<file path="src/rtl/drum_seq_pkg.sv">
package drum_seq_pkg;
  typedef enum logic {
    MODE_EVENT = 1'b0,
    MODE_TIME  = 1'b1
  } mode_e;
endpackage

</file>
<file path="src/rtl/drum_tick_gen.sv">
module drum_tick_gen #(
  parameter int unsigned TICK_DIV = 20_000_000
) (
  input  logic clk_i,
  input  logic rst_ni,
  output logic tick_o
);
  localparam int unsigned CNT_W = $clog2(TICK_DIV + 1);

  logic [CNT_W-1:0] cnt_q;

  assign tick_o = (cnt_q == CNT_W'(TICK_DIV - 1));

  always_ff @(posedge clk_i or negedge rst_ni) begin
    if (!rst_ni)     cnt_q <= '0;
    else if (tick_o) cnt_q <= '0;
    else             cnt_q <= cnt_q + 1'b1;
  end
endmodule

</file>
<file path="src/rtl/drum_step_table.sv">
module drum_step_table #(
  parameter int unsigned OUT_W     = 8,
  parameter int unsigned PRESET_W  = 8,
  parameter int unsigned MAX_STEPS = 100,
  parameter int unsigned IDX_W     = $clog2(MAX_STEPS)
) (
  input  logic                clk_i,
  input  logic                rst_ni,
  input  logic                wr_en_i,
  input  logic [IDX_W-1:0]    wr_addr_i,
  input  logic [OUT_W-1:0]    wr_pattern_i,
  input  logic [PRESET_W-1:0] wr_preset_i,
  input  logic [IDX_W-1:0]    rd_idx_i,
  output logic [OUT_W-1:0]    rd_pattern_o,
  output logic [PRESET_W-1:0] rd_preset_o
);
  logic [OUT_W-1:0]    pat_q [MAX_STEPS];
  logic [PRESET_W-1:0] pre_q [MAX_STEPS];

  // one register row per step; out-of-range addresses match no row
  for (genvar e = 0; e < MAX_STEPS; e++) begin : g_row
    always_ff @(posedge clk_i or negedge rst_ni) begin
      if (!rst_ni) begin
        pat_q[e] <= '0;
        pre_q[e] <= '0;
      end else if (wr_en_i && (32'(wr_addr_i) == e)) begin
        pat_q[e] <= wr_pattern_i;
        pre_q[e] <= wr_preset_i;
      end
    end
  end

  assign rd_pattern_o = pat_q[rd_idx_i];
  assign rd_preset_o  = pre_q[rd_idx_i];
endmodule

</file>
<file path="src/rtl/drum_step_ctrl.sv">
module drum_step_ctrl
  import drum_seq_pkg::*;
#(
  parameter int unsigned PRESET_W  = 8,
  parameter int unsigned MAX_STEPS = 100,
  parameter int unsigned IDX_W     = $clog2(MAX_STEPS)
) (
  input  logic                clk_i,
  input  logic                rst_ni,
  input  logic                mode_i,
  input  logic                cond_i,
  input  logic                tick_i,
  input  logic                seq_rst_i,
  input  logic [IDX_W-1:0]    last_step_i,
  input  logic [PRESET_W-1:0] preset_i,
  output logic                cond_rise_o,
  output logic [IDX_W-1:0]    step_o,
  output logic [PRESET_W-1:0] acc_o
);
  localparam logic [IDX_W-1:0] LAST_MAX = IDX_W'(MAX_STEPS - 1);

  mode_e               mode;
  logic                cond_q;
  logic                inc;
  logic [PRESET_W:0]   acc_nxt;
  logic [PRESET_W:0]   eff_preset;
  logic [IDX_W-1:0]    last_eff;
  logic [IDX_W-1:0]    step_nxt;
  logic [IDX_W-1:0]    step_q;
  logic [PRESET_W-1:0] acc_q;

  assign mode        = mode_e'(mode_i);
  assign cond_rise_o = cond_i & ~cond_q;
  assign inc         = (mode == MODE_EVENT) ? cond_rise_o : (tick_i & cond_i);

  // zero preset counts as one so a step always takes at least one increment
  assign eff_preset = (preset_i == '0) ? (PRESET_W+1)'(1) : {1'b0, preset_i};
  assign acc_nxt    = {1'b0, acc_q} + 1'b1;

  assign last_eff = (32'(last_step_i) >= MAX_STEPS) ? LAST_MAX : last_step_i;
  assign step_nxt = (step_q >= last_eff) ? '0 : step_q + 1'b1;

  always_ff @(posedge clk_i or negedge rst_ni) begin
    if (!rst_ni) cond_q <= 1'b0;
    else         cond_q <= cond_i;
  end

  always_ff @(posedge clk_i or negedge rst_ni) begin
    if (!rst_ni) begin
      step_q <= '0;
      acc_q  <= '0;
    end else if (seq_rst_i) begin
      step_q <= '0;
      acc_q  <= '0;
    end else if (inc) begin
      if (acc_nxt >= eff_preset) begin
        step_q <= step_nxt;
        acc_q  <= '0;
      end else begin
        acc_q  <= acc_nxt[PRESET_W-1:0];
      end
    end
  end

  assign step_o = step_q;
  assign acc_o  = acc_q;
endmodule

</file>
<file path="src/rtl/drum_seq.sv">
module drum_seq #(
  parameter int unsigned OUT_W     = 8,
  parameter int unsigned PRESET_W  = 8,
  parameter int unsigned MAX_STEPS = 100,
  parameter int unsigned TICK_DIV  = 20_000_000,
  localparam int unsigned IDX_W    = $clog2(MAX_STEPS)
) (
  input  logic                clk_i,
  input  logic                rst_ni,
  input  logic                mode_i,
  input  logic                cond_i,
  input  logic                seq_rst_i,
  input  logic [IDX_W-1:0]    last_step_i,
  input  logic                wr_en_i,
  input  logic [IDX_W-1:0]    wr_addr_i,
  input  logic [OUT_W-1:0]    wr_pattern_i,
  input  logic [PRESET_W-1:0] wr_preset_i,
  output logic [IDX_W-1:0]    step_o,
  output logic [PRESET_W-1:0] acc_o,
  output logic [OUT_W-1:0]    out_o
);
  logic                tick;
  logic                cond_rise;
  logic [IDX_W-1:0]    step;
  logic [PRESET_W-1:0] cur_preset;

  drum_tick_gen #(.TICK_DIV(TICK_DIV)) u_tick (
    .clk_i  (clk_i),
    .rst_ni (rst_ni),
    .tick_o (tick)
  );

  drum_step_table #(
    .OUT_W(OUT_W), .PRESET_W(PRESET_W), .MAX_STEPS(MAX_STEPS), .IDX_W(IDX_W)
  ) u_table (
    .clk_i        (clk_i),
    .rst_ni       (rst_ni),
    .wr_en_i      (wr_en_i),
    .wr_addr_i    (wr_addr_i),
    .wr_pattern_i (wr_pattern_i),
    .wr_preset_i  (wr_preset_i),
    .rd_idx_i     (step),
    .rd_pattern_o (out_o),
    .rd_preset_o  (cur_preset)
  );

  drum_step_ctrl #(
    .PRESET_W(PRESET_W), .MAX_STEPS(MAX_STEPS), .IDX_W(IDX_W)
  ) u_ctrl (
    .clk_i       (clk_i),
    .rst_ni      (rst_ni),
    .mode_i      (mode_i),
    .cond_i      (cond_i),
    .tick_i      (tick),
    .seq_rst_i   (seq_rst_i),
    .last_step_i (last_step_i),
    .preset_i    (cur_preset),
    .cond_rise_o (cond_rise),
    .step_o      (step),
    .acc_o       (acc_o)
  );

  assign step_o = step;
endmodule

</file>
<file path="config.mk">
export PLATFORM = sky130hd
export DESIGN_NAME = drum_seq
export DESIGN_NICKNAME = d
export VERILOG_FILES = /design/src/rtl/drum_seq_pkg.sv /design/src/rtl/drum_tick_gen.sv /design/src/rtl/drum_step_table.sv /design/src/rtl/drum_step_ctrl.sv /design/src/rtl/drum_seq.sv
export SDC_FILE = /design/constraint.sdc
export NUM_CORES = 2
export LEC_CHECK = 0
export BUFFER_PORTS_ARGS = -buffer_cell sky130_fd_sc_hd__buf_4
export CORE_MARGIN = 2
export CORE_UTILIZATION = 42
export CTS_CLUSTER_DIAMETER = 100
export CTS_CLUSTER_SIZE = 28
export DETAILED_ROUTE_END_ITERATION = 7
export GPL_TIMING_DRIVEN = 0
export PLACE_DENSITY_LB_ADDON = 0.1
export REMOVE_ABC_BUFFERS = 1
export SLEW_MARGIN = 20
export SYNTH_ARGS = -nofsm -noshare
export SYNTH_HDL_FRONTEND = slang
export SYNTH_SLANG_ARGS = --single-unit
</file>
<file path="constraint.sdc">
create_clock -name clk_i -period 4.7 [get_ports clk_i]
set_clock_uncertainty 0.1 [all_clocks]
set_input_delay 0.47 -clock clk_i [delete_from_list [all_inputs] [get_ports clk_i]]
set_output_delay 0.47 -clock clk_i [all_outputs]
set_load 0.005 [all_outputs]
</file>
==> reports/qor.tcl <==
set qor(outcome) {complete, but fails checks}
set qor(failed_checks) {setup timing}
set qor(critical_path.endpoint) {u_ctrl.step_o[0]$_DFFE_PN0P_}
set qor(remaining_drc_errors) 0
set qor(dp_cells) 6834
set qor(yosys.cell_count.top_type) {sky130_fd_sc_hd__dfrtp_1}
set qor(clockRootBuffer) {sky130_fd_sc_hd__clkbuf_16}
set qor(cts_buffer_depth) 3
set qor(power.static_leakage_uw) 0.0378
set qor(tritoncts_clock_tree) {yes}
set qor(hp-class) {input pin to flop}
set qor(finalWirelength_mm) 215
set qor(setup_slack_ns) -0.376
set qor(via_count_of_the_first_global_routing_pass) 42619
set qor(tritoncts.num_buffers) 71
set qor(yosys.area_share.adder_pct) 0.300
set qor(port_buffers) 58
set qor(slew_headroom_pct) 19.9
set qor(vias_per_cell) 5.93
set qor(whs_ns) 0.152
set qor(clkTransAtPathRegs_ns) 0.12
set qor(worst_path_dominant_cell_family) {multiplexers}
set qor(yosys_register_bits) 1641
set qor(syn_area_per_cell_um2) 15.7
set qor(dieHeight_um) 427
set qor(synth_area_leader_cell) {sky130_fd_sc_hd__dfrtp_1}
set qor(unrepaired_setup_endpoints_after_global_routing) {true}
set qor(worst_skew_pair.late_latency_ns) 0.72
set qor(yosys_warnings) 0
set qor(cp_common_cell) {sky130_fd_sc_hd__buf_16}
set qor(worst_setup_path_startpoint) {u_ctrl.step_o[0]$_DFFE_PN0P_}
set qor(critical_path_arrival_ns) 5.60
set qor(grt_util_met3_pct) 2.52
set qor(grt_most_used_layer) {met2}
set qor(synth.lib_cells_used.distinct) 60
set qor(grt_first_pass_wirelength_mm) 314
set qor(r2r.worst_path.cells) 20
set qor(syn_inst) 4774
set qor(final_cells) 6997
set qor(cts-htree-levels) 3
set qor(grtUsageTotal_pct) 23.8
set qor(drt.antenna.violating_nets) 0
set qor(synth.area.mux_share_pct) 38.2
set qor(drive_above_1_share_pct) 54.2
set qor(maximum_number_of_pins_on_one_net_before_global_route_repair) 141
set qor(synth.cells.most_frequent) {1641 x sky130_fd_sc_hd__dfrtp_1, 1604 x sky130_fd_sc_hd__mux2_2, 456 x sky130_fd_sc_hd__mux4_2, 275 x sky130_fd_sc_hd__clkbuf_1, 138 x sky130_fd_sc_hd__nand2_1}
set qor(met2_usage_pct) 39.5
set qor(critical_path.endpoint_type) {flop}
set qor(power.density_nw_per_um2) 387
set qor(synth_enable_flop_cells) 0
set qor(fillCellCount) 15494
set qor(critical-path-max-stage-delay_ns) 0.61
set qor(reg2reg_slack_ns) -0.38
set qor(dp_slack_ns) -1.97
set qor(dr_total_vias) 41490
set qor(cp.buffers_inverters) 6
set qor(cp_cell_sequence) {buf_16, buf_16, buf_16, buf_16, buf_16, mux4_2, mux4_2, mux4_2, o21ai_4, o31ai_2, ha_1, nand2b_4, a21o_1, a21o_1, a21o_1, a21oi_2, buf_4, o21ai_4, nand2_1, mux2_4}
set qor(die_area_um2) 182000
set qor(r2r-end) {u_ctrl.step_o[0]$_DFFE_PN0P_}
set qor(combinational_family_with_the_most_area_after_synthesis) {multiplexers}
set qor(layout_worst_path_cycle_share_pct) 108
set qor(ws_path_type) {flop to flop}
set qor(area_growth_syn_to_layout_pct) 10.1
set qor(worst_ir_drop_vdd_v) 0.000265
set qor(synth_simple_gate_area_share_pct) 2.23
set qor(placed_cell_area_um2) 79100
set qor(cp.depth) 20
set qor(maxSlewViolCount) 0
set qor(rr_startpoint) {u_ctrl.step_o[0]$_DFFE_PN0P_}
set qor(drt-wirelength-per-cell_um) 30.7
set qor(synth-xor-area-share_pct) 0.339
set qor(syn_area_um2) 75000
set qor(clkSinkCount) 1641
set qor(slowest_stage) {sky130_fd_sc_hd__mux4_2}
set qor(grt_use_met1_pct) 33.7
set qor(synth-seq-area-share_pct) 54.8
set qor(synth_compound_area_share_pct) 1.54
set qor(hpwlAfterDp_mm) 127
set qor(synth_area_leaders) {sky130_fd_sc_hd__dfrtp_1 55%, sky130_fd_sc_hd__mux2_2 24%, sky130_fd_sc_hd__mux4_2 14%}
set qor(antenna_found_initial) 18
set qor(total_of_max_cap_violations) 0
set qor(die-width_um) 427
set qor(design_area_um2) 82600
set qor(worstPathRequired_ns) 5.22
set qor(placementRows) 155
set qor(max_slew.worst_pin.slew_ns) 1.19
set qor(clock.fmax_mhz) 197
set qor(remaining_global_route_overflow) 0
set qor(yosysTopAreaCellShare_pct) 54.8
set qor(setup-violations-final) 21
set qor(drt_first_pass_iters) 5
set qor(timing.critical_path.from_type) {flop}
set qor(start_util_pct) 42.2
set qor(synthArstFlopShare_pct) 100
set qor(detailedRoute.firstIterationViolations) 3189
set qor(nNetsFinal) 4672
set qor(gp_congestion) 0.802
set qor(layout_min_cycle_time_ns) 5.08
set qor(final_hold_viol_count) 0
set qor(sum_of_internal_switching_and_leakage_power_uw) 32000
set qor(synth-main-ff-cell) {sky130_fd_sc_hd__dfrtp_1}
set qor(path_max_fanout) 5
set qor(fp.coreArea_um2) 178000
set qor(io_pins) 59
## worst min-delay path by stage
stage / startpoint / to / slack [ns] / cells after the start
global route: wr_addr_i[2] / u_table.pre_q[130]$_DFFE_PN0P_ / 0.13 / 3
global placement: u_tick.cnt_q[4]$_DFF_PN0_ / u_tick.cnt_q[4]$_DFF_PN0_ / 0.36 / 1
CTS: wr_addr_i[2] / u_table.pre_q[130]$_DFFE_PN0P_ / 0.11 / 3
detailed placement: rst_ni / u_table.pat_q[255]$_DFFE_PN0P_ / 0.32 / 1
finish: wr_addr_i[2] / u_table.pre_q[130]$_DFFE_PN0P_ / 0.15 / 3
floorplan: rst_ni / u_ctrl.acc_o[0]$_DFFE_PN0P_ / 0.07 / 0
## state kept, by name, indices dropped and copies added (netlist names)
| register | count |
|---|---|
| u_table.pat_q | 800 |
| u_table.pre_q | 800 |
| u_tick.cnt_q | 25 |
| u_ctrl.acc_o | 8 |
| u_ctrl.step_o | 7 |
| u_ctrl.cond_q | 1 |
## layout make-up
type	instances	area, um2	share of cell area (%)
Timing Repair Buffer	206	3620	4.38
Timing Repair inverter	1	8.76	0.0106
Multi-Input combinational cell	2684	32800	39.7
Antenna cell	9	22.5	0.0273
Clock buffer	75	1830	2.22
Sequential cell	1641	41100	49.8
Tap cell	2355	2950	3.57
Clock inverter	13	164	0.198
Inverter	13	75.1	0.0909
## layer usage
layer,part of all wire (%),wire length (um),vias to the layer above
li1,-,-,17322
met1,45,96500,23221
met2,49,106000,740
met3,3.3,7180,205
met4,2.4,5130,2
met5,0.0047,10,-
## worst min-delay path: stages
cell and delay, ns:
sky130_fd_sc_hd__buf_4 0.12, sky130_fd_sc_hd__nor3_4 0.11, sky130_fd_sc_hd__mux2_2 0.24
## stage by stage
step	util (%)	setup TNS, ns
floorplan	-	-330.15
finish	46.4	-5.65
CTS	46.2	-6.41
detailed placement	44.5	-29.07
global route	46.4	-7.91
global placement	43.0	-
## kinds of logic after synthesis
| group | Yosys count |
|---|---|
| AND/OR/NAND/NOR | 374 |
| multiplexers | 2095 |
| XOR/XNOR | 29 |
| buffers and inverters | 450 |
| AO/OA/AOI/OAI | 167 |
| adder cells (fa/ha/maj) | 18 |
| flip-flops | 1641 |
## layout by cell type (no fill, tap or decap), types with 6 or more instances in the layout
cell                        Yosys  routed
sky130_fd_sc_hd__mux4_2       456     456
sky130_fd_sc_hd__nand2_2        0      30
sky130_fd_sc_hd__a221oi_1       7       6
sky130_fd_sc_hd__clkbuf_16      0      78
sky130_fd_sc_hd__mux2_2      1604    1603
sky130_fd_sc_hd__a22o_1        10      10
sky130_fd_sc_hd__nor2_4         0      55
sky130_fd_sc_hd__and3_1         7       6
sky130_fd_sc_hd__ha_1          18      18
sky130_fd_sc_hd__a21oi_1       27      22
sky130_fd_sc_hd__nor2_1       112      53
sky130_fd_sc_hd__a22oi_1       35      31
sky130_fd_sc_hd__nand2_1      138     108
sky130_fd_sc_hd__a21o_1         9       9
sky130_fd_sc_hd__inv_1         12       9
sky130_fd_sc_hd__diode_2        0       9
sky130_fd_sc_hd__nand4_1        7       7
sky130_fd_sc_hd__mux2i_1       35      31
sky130_fd_sc_hd__and2_1         7       7
sky130_fd_sc_hd__o211ai_1      13      13
sky130_fd_sc_hd__o21ai_1       11      17
sky130_fd_sc_hd__buf_8          0       6
sky130_fd_sc_hd__buf_6         12      21
sky130_fd_sc_hd__buf_16         0      69
sky130_fd_sc_hd__buf_4         14      77
sky130_fd_sc_hd__nand2b_1      11       9
sky130_fd_sc_hd__nor3_1        16      13
sky130_fd_sc_hd__nor2b_1       12       9
sky130_fd_sc_hd__dfrtp_1     1641    1634
sky130_fd_sc_hd__xor2_1        13      13
sky130_fd_sc_hd__xnor2_1       16      16
sky130_fd_sc_hd__nand3_1       35      29
sky130_fd_sc_hd__nand3_2        0       6
sky130_fd_sc_hd__o21ai_0       22      11
sky130_fd_sc_hd__bufbuf_16      0      12
sky130_fd_sc_hd__buf_12         0      14
## timing repair
action / CTS / global route
endpoints found under the hold margin: 85 / 0
buffers inserted: 29 / 13
hold buffers: 2 / 0
pin swaps: 14 / 11
resized for setup: 62 / 31
setup endpoints to repair: 23 / 23
gates cloned: 17 / 5
## report_power, final
group	internal, uW	switching, uW	total [uW]
Clock	2980	4670	7650
Combinational	4360	4150	8500
Sequential	15200	591	15800
Total	22600	9410	32000
Power figures use the tool's default switching activity.
